### src/rtl/dp_burst_pkg.sv
`timescale 1ns/1ps
package dp_burst_pkg;
    typedef enum logic [1:0] {
        ST_IDLE        = 2'd0,
        ST_WR_BURST    = 2'd1,
        ST_RD_PREFETCH = 2'd2,
        ST_RD_BURST    = 2'd3
    } dp_state_e;
endpackage

### src/rtl/dp_negedge_sampler.sv
`timescale 1ns/1ps
// Captures slow control inputs on the falling clock edge.
module dp_negedge_sampler #(
    parameter int W = 2
) (
    input  logic         clk,
    input  logic         rst_n,
    input  logic [W-1:0] d,
    output logic [W-1:0] q
);
    always_ff @(negedge clk or negedge rst_n) begin
        if (!rst_n) q <= '0;
        else        q <= d;
    end
endmodule

### src/rtl/dp_burst_fsm.sv
`timescale 1ns/1ps
module dp_burst_fsm
    import dp_burst_pkg::*;
(
    input  logic clk,
    input  logic rst_n,
    input  logic dcs_n,
    input  logic cyc_n,
    input  logic lbus_mode,
    input  logic wait_q,
    input  logic dir_wr_q,
    output logic wr_stb,
    output logic rd_stb,
    output logic in_burst
);
    dp_state_e st, nxt;

    // State register.
    always_ff @(posedge clk or negedge rst_n) begin
        if (!rst_n) st <= ST_IDLE;
        else        st <= nxt;
    end

    // Next state and strobes.
    always_comb begin
        nxt    = st;
        wr_stb = 1'b0;
        rd_stb = 1'b0;
        unique case (st)
            ST_IDLE: begin
                if (!dcs_n && !lbus_mode) begin
                    if (dir_wr_q) begin
                        if (!cyc_n && !wait_q) begin
                            wr_stb = 1'b1;
                            nxt    = ST_WR_BURST;
                        end
                    end else if (cyc_n) begin
                        nxt = ST_RD_PREFETCH;
                    end
                end
            end
            ST_WR_BURST: begin
                if (dcs_n)                    nxt    = ST_IDLE;
                else if (!cyc_n && !wait_q)   wr_stb = 1'b1;
            end
            ST_RD_PREFETCH: begin
                if (dcs_n) nxt = ST_IDLE;
                else if (cyc_n && !wait_q) begin
                    rd_stb = 1'b1;
                    nxt    = ST_RD_BURST;
                end
            end
            ST_RD_BURST: begin
                if (dcs_n)                   nxt    = ST_IDLE;
                else if (cyc_n && !wait_q)   rd_stb = 1'b1;
            end
            default: nxt = ST_IDLE;
        endcase
    end

    assign in_burst = (st != ST_IDLE);

    assert_cs_release_R8: assert property (@(posedge clk) disable iff (!rst_n)
        dcs_n |=> !in_burst);

    assert_lbus_block_R9: assert property (@(posedge clk) disable iff (!rst_n)
        (lbus_mode && !in_burst) |=> !in_burst);
endmodule

### src/rtl/dp_read_capture.sv
`timescale 1ns/1ps
// Registers one buffer dword per read strobe toward the host.
module dp_read_capture #(
    parameter int DW = 32
) (
    input  logic          clk,
    input  logic          rst_n,
    input  logic          take,
    input  logic [DW-1:0] din,
    output logic [DW-1:0] dout,
    output logic          valid
);
    always_ff @(posedge clk or negedge rst_n) begin
        if (!rst_n) begin
            dout  <= '0;
            valid <= 1'b0;
        end else begin
            valid <= take;
            if (take) dout <= din;
        end
    end
endmodule

### src/rtl/dp_burst_port.sv
`timescale 1ns/1ps
module dp_burst_port #(
    parameter int DW = 32
) (
    input  logic          clk,
    input  logic          rst_n,
    input  logic          dcs_n,
    input  logic          cyc_n,
    input  logic          wr_dir,
    input  logic          rdy_ret_n,
    input  logic          lbus_mode,
    input  logic [DW-1:0] bus_wdata,
    output logic [DW-1:0] bus_rdata,
    output logic          rdata_valid,
    output logic          buf_wr_stb,
    output logic          buf_rd_stb,
    output logic [DW-1:0] buf_wdata,
    input  logic [DW-1:0] buf_rdata,
    output logic          in_burst
);
    localparam int NSAMP = 2;

    logic [NSAMP-1:0] samp_q;
    logic             wait_q;
    logic             dir_wr_q;

    dp_negedge_sampler #(.W(NSAMP)) u_samp (
        .clk   (clk),
        .rst_n (rst_n),
        .d     ({~rdy_ret_n, wr_dir}),
        .q     (samp_q)
    );
    assign wait_q   = samp_q[1];
    assign dir_wr_q = samp_q[0];

    dp_burst_fsm u_fsm (
        .clk       (clk),
        .rst_n     (rst_n),
        .dcs_n     (dcs_n),
        .cyc_n     (cyc_n),
        .lbus_mode (lbus_mode),
        .wait_q    (wait_q),
        .dir_wr_q  (dir_wr_q),
        .wr_stb    (buf_wr_stb),
        .rd_stb    (buf_rd_stb),
        .in_burst  (in_burst)
    );

    dp_read_capture #(.DW(DW)) u_cap (
        .clk   (clk),
        .rst_n (rst_n),
        .take  (buf_rd_stb),
        .din   (buf_rdata),
        .dout  (bus_rdata),
        .valid (rdata_valid)
    );

    assign buf_wdata = bus_wdata;

    assert_wait_blocks_R6: assert property (@(posedge clk) disable iff (!rst_n)
        wait_q |-> (!buf_wr_stb && !buf_rd_stb));

    assert_wr_paced_R3: assert property (@(posedge clk) disable iff (!rst_n)
        buf_wr_stb |-> (!dcs_n && !cyc_n));

    assert_rd_delivers_R4: assert property (@(posedge clk) disable iff (!rst_n)
        buf_rd_stb |=> (rdata_valid && bus_rdata == $past(buf_rdata)));

    assert_rdata_hold_R10: assert property (@(posedge clk) disable iff (!rst_n)
        !buf_rd_stb |=> $stable(bus_rdata));
endmodule

### config.mk
export PLATFORM = sky130hd
export DESIGN_NAME = dp_burst_port
export DESIGN_NICKNAME = d
export VERILOG_FILES = /design/src/rtl/dp_burst_pkg.sv /design/src/rtl/dp_negedge_sampler.sv /design/src/rtl/dp_burst_fsm.sv /design/src/rtl/dp_read_capture.sv /design/src/rtl/dp_burst_port.sv
export SDC_FILE = /design/constraint.sdc
export NUM_CORES = 1
export LEC_CHECK = 0
export ABC_CLOCK_PERIOD_IN_PS = 3400
export BUFFER_PORTS_ARGS = -buffer_cell sky130_fd_sc_hd__buf_2
export CORE_UTILIZATION = 42
export DETAILED_ROUTE_END_ITERATION = 8
export PLACE_DENSITY = 0.84
export SLEW_MARGIN = 0
export SYNTH_ARGS = -nofsm -noshare
export SYNTH_HDL_FRONTEND = slang
export SYNTH_SLANG_ARGS = --single-unit
### constraint.sdc
create_clock -name clk -period 3.4 [get_ports clk]
set_input_delay 0.34 -clock clk [delete_from_list [all_inputs] [get_ports clk]]
set_output_delay 0.34 -clock clk [all_outputs]
set_load 0.1 [all_outputs]
After elaboration in Yosys (flattened, before gate mapping) --
Cells that the tools add are included.
Word-level totals: input bits 71, register bits 37, logic and storage cells 41
Operators by class: equal/unequal tests 8, mux-type cells 16, reduce and logical (&&, ||, !) cells 12, bitwise gates (word level) 1
Operators with widths (count):
- $mux 2 | 7
- $mux 1 | 7
- $ne 3x2->1 const B | 2
- $pmux 2 s3 | 1
- $reduce_and 5->1 | 1
- $eq 2x2->1 const B | 2
- $logic_not 1->1 | 4
- $ne 2x1->1 const B | 2
- $reduce_or 2->1 | 2
- $logic_and 1x1->1 | 3
- $ne 3x3->1 const B | 1
- $eq 2x1->1 const B | 1
- $logic_not 2->1 | 1
- $pmux 1 s2 | 1
- $reduce_bool 2->1 | 1
- $not 1->1 | 1

Longest topological paths before layout --
Gate-level depths: netlist (run 1).
depth in word-level cells 6, gate-level depth with buffers 4

Modules after synthesis --
A second synthesis (run 1) with hierarchy kept.
Second synthesis, totals: cell total of the unflattened synthesis 117, area total of the unflattened synthesis 1791.7 µm²
Modules (own cells, without submodules):
- dp_read_capture | cells an instance 69, instances 1, area an instance 1370.1 µm²
- dp_burst_port | cells an instance 33, instances 1, area an instance 244.0 µm²
- dp_burst_fsm | cells an instance 13, instances 1, area an instance 127.6 µm²
- dp_negedge_sampler | cells an instance 2, instances 1, area an instance 50.0 µm²

==> results of run 1 <==
==> placed cells by master, fill, tap and decap left out <==
master | Yosys | layout
buf_2 | 0 | 72
dfrtp_1 | 35 | 35
mux2_4 | 29 | 29
clkbuf_8 | 0 | 5
inv_1 | 3 | 3
mux2_2 | 3 | 3
buf_12 | 3 | 3
buf_4 | 32 | 3
or4b_1 | 2 | 2
a21oi_1 | 3 | 2
clkinv_2 | 0 | 2
dfrtn_1 | 2 | 2
nand2_1 | 1 | 1
nand2b_1 | 1 | 1
or4_4 | 0 | 1
a21oi_4 | 0 | 1
and4bb_2 | 0 | 1
a221oi_1 | 1 | 1
clkbuf_1 | 0 | 1
==> power breakdown <==
| group | switching, mW | internal (mW) | leakage, nW |
|---|---|---|---|
| logic | 0.741 | 0.184 | 0.589 |
| clock network | 0.145 | 0.142 | 0.0450 |
| registers | 0.0482 | 0.529 | 0.475 |
| total | 0.934 | 0.855 | 1.11 |
==> kinds of logic (layout without fill, tap and decap cells) <==
kind of cell	Yosys count	after routing	share of synthesized area (%)
compound gates	4	4	1.33
buf+inv	39	89	18.0
mux	32	32	26.2
flops	37	37	51.7
simple gates	6	6	2.79
==> flip-flops by register name (all words and copies together) (netlist names) <==
signal	count
u_fsm.st	2
u_cap.valid	1
u_samp.q	2
u_cap.dout	32
==> metrics by stage <==
| step | instances | worst slack (ps) | TNS (ps) | utilization [%] | power, mW |
|---|---|---|---|---|---|
| 2_1_floorplan | 118 | 52.6 | 0 | - | 1.54 |
| 3_5_place_dp | 210 | 167 | 0 | 49.3 | 1.51 |
| 6_report | 218 | -50.3 | -50.3 | 51.3 | 1.79 |
| 3_3_place_gp | 210 | 206 | 0 | 49.3 | 1.50 |
| 5_1_grt | 218 | -91.3 | -132 | 51.3 | 1.86 |
| 4_1_cts | 218 | -60.7 | -60.7 | 51.3 | 1.81 |
==> worst min-delay path by stage <==
stage / start / to / slack (ps) / cells past startpoint
4_1_cts: rst_n / u_cap.dout[2] / 170 / 2
3_5_place_dp: rst_n / u_cap.dout[2] / 480 / 2
2_1_floorplan: rst_n / u_cap.dout[0] / 40 / 0
5_1_grt: rst_n / u_cap.dout[25] / 200 / 2
6_report: rst_n / u_cap.dout[14] / 150 / 2
3_3_place_gp: rst_n / u_cap.dout[0] / 460 / 2
==> cell usage after synthesis <==
cell / instances
mux2_2: 3
buf_4: 32
and4bb_1: 1
inv_1: 3
dfrtp_1: 35
or4b_1: 2
buf_12: 3
or4_1: 1
nand2b_1: 1
a221oi_1: 1
buf_6: 1
dfrtn_1: 2
mux2_4: 29
nand2_1: 1
a21oi_1: 3
==> timing repair <==
item,in CTS,in global routing
endpoints found under the hold margin,0,0
gates cloned,0,0
pin swaps,0,0
setup endpoints to repair,1,2
buffers inserted,0,0
==> per-layer routing <==
| metal | wire (µm) | vias up | part of all wire (%) |
|---|---|---|---|
| met5 | 0 | - | 0 |
| met1 | 1260 | 513 | 37 |
| li1 | - | 459 | - |
| met4 | 142 | 0 | 4.2 |
| met3 | 256 | 22 | 7.6 |
| met2 | 1710 | 60 | 51 |
==> worst max-delay path, stage by stage, from the launching register on <==
cell and delay (ps):
dfrtn_1 350, or4_4 430, a21oi_4 150, buf_12 190
==> final cells by class <==
cell class	instances	area, µm²	share of cell area (%)
clock inverter	2	10.0	0.480
inverter	3	11.3	0.541
multi-input combinational	42	558	26.8
timing repair buffer	78	443	21.3
tap	50	62.6	3.00
sequential	37	926	44.4
clock buffer	6	72.6	3.48
==> impl_metrics.yaml, run 1 <==
status:
  outcome: "finished, violations left"
  violations: "negative setup slack"
sta:
  fin_ws_ps: -50.3
  final-hold-violation-count: 0
  worst_pin_slew_ps: 502
  finalSetupViolations: 1
  maxSlewViolCount: 0
  skew_ps: 11.7
  hold_ws_ps: 149
  grt_setup_unrepaired: "true"
  max_slew_margin_pct: 66.8
cts:
  cts_buffer_depth: 2
  numCtsBuffers: 5
  htreeDepth: 2
  cts_tree: "yes"
  cts_sinks: 37
  cts_root_buf: "clkbuf_8"
  ctsHoldBuffers: 0
  clkLatencyLatePin_ps: 280
  clk_pin_slew_ps: 70
  cts_resized: 0
yosys:
  synth_cells: 118
  yosysSeqAreaShare_pct: 51.7
  synth_nets: 189
  synth_area_leaders: "dfrtp_1, mux2_4, buf_4, buf_12, dfrtn_1"
  synth-seq-cells: 37
  yosys.area.top_type_share_pct: 48.9
  syn_area_um2: 1790
  yosysUniqueCellTypes: 15
  yosysTopAreaCell: "dfrtp_1"
  syn_area_per_cell_um2: 15.2
  ys_warn_count: 0
critical_path:
  r2r_end: "u_cap.dout[3]"
  crit_required_ps: 3060
  endpoint_kind: "output port"
  crit_arrival_ps: 3110
  crit_fanout: 3
  worst_setup_path_start_kind: "flop"
  timing.rr.start: "u_samp.q[1]"
  path_class: "flop to output port"
  worstRegToRegCells: 3
  rrSetupSlack_ps: 160
  setup.worst_path.end: "buf_wr_stb"
  cp-startpoint: "u_samp.q[1]"
floorplan:
  die_area_um2: 4530
  row_count: 23
  core_um2: 4060
  die_w_um: 67.3
  io_pins: 139
  start_util_pct: 44.2
  die_y_um: 67.3
placement:
  place_congestion: 0.620
  io_buffers: 74
  dpl_cell_area_um2: 2000
job:
  cap_violations: 0
global_routing:
  grt_max_degree: 36
  overflow: 0
  grt_util_met1_pct: 16.0
  grt_usage_pct: 14.5
  grt-busiest-layer: "met2"
  grt_util_met3_pct: 4.56
  grt_pass1_wl_mm: 4.73
  met2_usage_pct: 22.5
  grt_pass1_vias: 1032
  antenna_found_initial: 0
routing:
  drt_wl_total_mm: 3.37
  via_per_inst: 4.83
  drc: 0
  wl_per_cell_um: 15.5
  ant_nets: 0
  drt_iter0_drc: 32
  firstDrtPassIters: 6
  vias: 1054
cells_and_area:
  areaGrowthSynthToFinish_pct: 16.3
  post_route_cells_drive_above_1_share_pct: 71.4
  nets: 238
  insertedDiodeCount: 0
  final_area_um2: 2080
  fillers: 351
power_and_ir_drop:
  leakage_nw: 1.11
  ir_worst_vdd_mv: 0.392
  power_density_nw_per_um2: 859
hold_path:
  min_path_type: "input pin to async pin"
Power figures use the tool's default switching activity.
==> run 2: changes to the inputs <==
--- a/config.mk
+++ b/config.mk
@@ -7,10 +7,12 @@
 export LEC_CHECK = 0
 export ABC_CLOCK_PERIOD_IN_PS = 3400
 export BUFFER_PORTS_ARGS = -buffer_cell sky130_fd_sc_hd__buf_2
+export CORE_MARGIN = 5
 export CORE_UTILIZATION = 42
 export DETAILED_ROUTE_END_ITERATION = 8
 export PLACE_DENSITY = 0.84
 export SLEW_MARGIN = 0
 export SYNTH_ARGS = -nofsm -noshare
 export SYNTH_HDL_FRONTEND = slang
+export SYNTH_HIERARCHICAL = 1
 export SYNTH_SLANG_ARGS = --single-unit
==> run 2 against run 1 <==
  * The run now ends clean
  * Global-route usage fell by 1.7 points
  * Combinational power rose by 2%
  * Register-to-register slack got worse by 50 ps
  * Synthesized cell count fell by 0.85%
  * Worst hold slack improved by 130 ps
  * Sequential share of layout area fell by 1.2 points
  * Setup slack improved by 75 ps
  * Critical path type unchanged
  * Critical endpoint is now buf_rd_stb
  * Highest routed layer unchanged
==> impl_metrics.yaml, run 2 <==
status:
  outcome: "complete, no violations"
global_routing:
  antenna_found_initial: 0
  grt_usage_pct: 12.8
  grt_pass1_wl_mm: 5.39
  grt_pass1_vias: 1068
  overflow: 0
  grt_max_degree: 35
floorplan:
  core_um2: 4060
  die_area_um2: 5670
  start_util_pct: 44.2
  die_y_um: 75.3
  die_w_um: 75.3
  io_pins: 139
  row_count: 23
sta:
  final-hold-violation-count: 0
  maxSlewViolCount: 0
  grt_setup_unrepaired: "true"
  max_slew_margin_pct: 66.8
  setup_tns_ps: 0
  skew_ps: 10.5
  worst_pin_slew_ps: 502
  hold_ws_ps: 283
  finalSetupViolations: 0
yosys:
  synth_simple_gate_area_share_pct: 2.93
  synth_area_leaders: "dfrtp_1, mux2_4, buf_4, buf_12, dfrtn_1"
  synth_most_common_cell: "dfrtp_1"
  ys_warn_count: 6
  synth_top_family_by_area: "multiplexers"
  synth_compound_area_share_pct: 1.19
  synth_async_sr_flop_share_pct: 100
  yosysUniqueCellTypes: 17
  synth_flop_cell: "dfrtp_1"
  synthXorXnorAreaFrac_pct: 0
  yosysSeqAreaShare_pct: 51.7
  synth_edf_count: 0
  synth_nets: 188
  syn_area_um2: 1790
  synth_cells: 117
  yosys.area.top_type_share_pct: 48.9
  synth-seq-cells: 37
  synth_common_cells: "dfrtp_1, buf_4, mux2_4"
  synthMuxAreaShare_pct: 26.4
  synth_fa_ha_area_share_pct: 0
  yosysTopAreaCell: "dfrtp_1"
  syn_area_per_cell_um2: 15.3
cts:
  htreeDepth: 2
  cts_sinks: 37
  clkLatencyLatePin_ps: 290
  cts_buffer_depth: 2
  cts_tree: "yes"
  numCtsBuffers: 5
  cts_root_buf: "clkbuf_8"
  clk_pin_slew_ps: 70
routing:
  ant_nets: 0
  via_per_inst: 4.59
  drt_wl_total_mm: 3.70
  firstDrtPassIters: 3
  wl_per_cell_um: 16.9
  drt_iter0_drc: 14
  drc: 0
  vias: 1005
power_and_ir_drop:
  ir_worst_vdd_mv: 0.468
  p_total_mw: 1.89
  power_density_nw_per_um2: 880
  leakage_nw: 1.15
hold_path:
  hold_path_depth: 2
  min_path_type: "input pin to flop"
critical_path:
  path_class: "flop to output port"
  endpoint_kind: "output port"
  crit_arrival_ps: 3040
  max_stage_delay_ps: 400
  cpMaxStageDelayCell: "dfrtn_1"
  worst_setup_path_start_kind: "flop"
  crit_required_ps: 3060
  path_cells: "nor4bb_4 -> buf_4 -> buf_12"
  cp.buffers_inverters: 2
  critPathTopFamily: "flip-flops"
  crit_cells: 3
  worstRegToRegCells: 4
  crit_fanout: 2
cells_and_area:
  areaGrowthSynthToFinish_pct: 19.6
  nets: 239
  post_route_cells_drive_above_1_share_pct: 72.2
  regMostFlops: "u_cap/dout"
  fin_util_pct: 52.8
  largest_reg_flops: 32
  insertedDiodeCount: 0
  final_common_cell: "buf_2"
  fin_cells: 219
  final_cell_mix: "buf_2, dfrtp_1, mux2_4"
  largestRegisters: "u_cap/dout (32), u_fsm/st (2), u_samp/q (2)"
placement:
  place_congestion: 0.667
  placedCellCount: 208
  post-dp-hpwl_mm: 2.74
  io_buffers: 74
job:
  cap_violations: 0
[run 2: per-stage QoR]
| step | setup WS [ps] | area (µm²) |
|---|---|---|
| detailed placement | 204 | 1990 |
| finish | 24.3 | 2140 |
| global route | -36.2 | 2140 |
| CTS | 6.27 | 2140 |
| floorplan | -665 | 1810 |
| global placement | 245 | 1990 |
[run 2: cell type report]
type                    instances  area (µm²)
clock buffers                   6        72.6
clock inverters                 2        35.0
fillers                       330        1920
inverters                       2        7.51
multi-input cells              42         578
flip-flops and latches         37         926
well taps                      50        62.6
repair buffers                 80         460
[run 2: power by group]
| group | internal, mW | total [mW] | switching [mW] | leakage, nW |
|---|---|---|---|---|
| sequential | 0.530 | 0.579 | 0.0494 | 0.475 |
| clock | 0.218 | 0.366 | 0.148 | 0.0552 |
| combinational | 0.190 | 0.940 | 0.751 | 0.616 |
[run 2: path summary, 6_finish.rpt]
path | startpoint | slack (ps) | to
setup / recovery | u_samp/q[1] | 20 | buf_rd_stb
hold / removal | buf_rdata[30] | 280 | u_cap/dout[30]
setup reg to reg | u_samp/q[1] | 110 | u_cap/dout[29]
hold reg to reg | u_cap/dout[12] | 500 | u_cap/dout[12]
max in group asynchronous | rst_n | 1260 | u_samp/q[1]
min in group asynchronous | rst_n | 400 | u_cap/dout[8]
[run 2: timing repair]
action / 4_1_cts / 5_1_grt
setup buffers: 2 / 0
hold buffers: 1 / 0
resized for setup: 2 / 0
hold endpoints to repair: 1 / 0
endpoints found under the setup margin: 2 / 2
pin swaps: 1 / 1
[run 2: cells by family (layout without fill, tap and decap cells)]
kind of cell           Yosys count  after routing
buffers and inverters           38             90
DFF                             37             37
muxes                           32             32
and+or+nand+nor                  7              7
AOI/OAI and AO/OA                3              3
[run 2: layer usage]
metal,vias to the layer above,part of all wire (%),track usage [%]
met5,-,0,0
met4,0,1.7,4.47
met3,16,12,5.67
met2,55,51,21.3
met1,472,35,14.7
li1,462,-,-
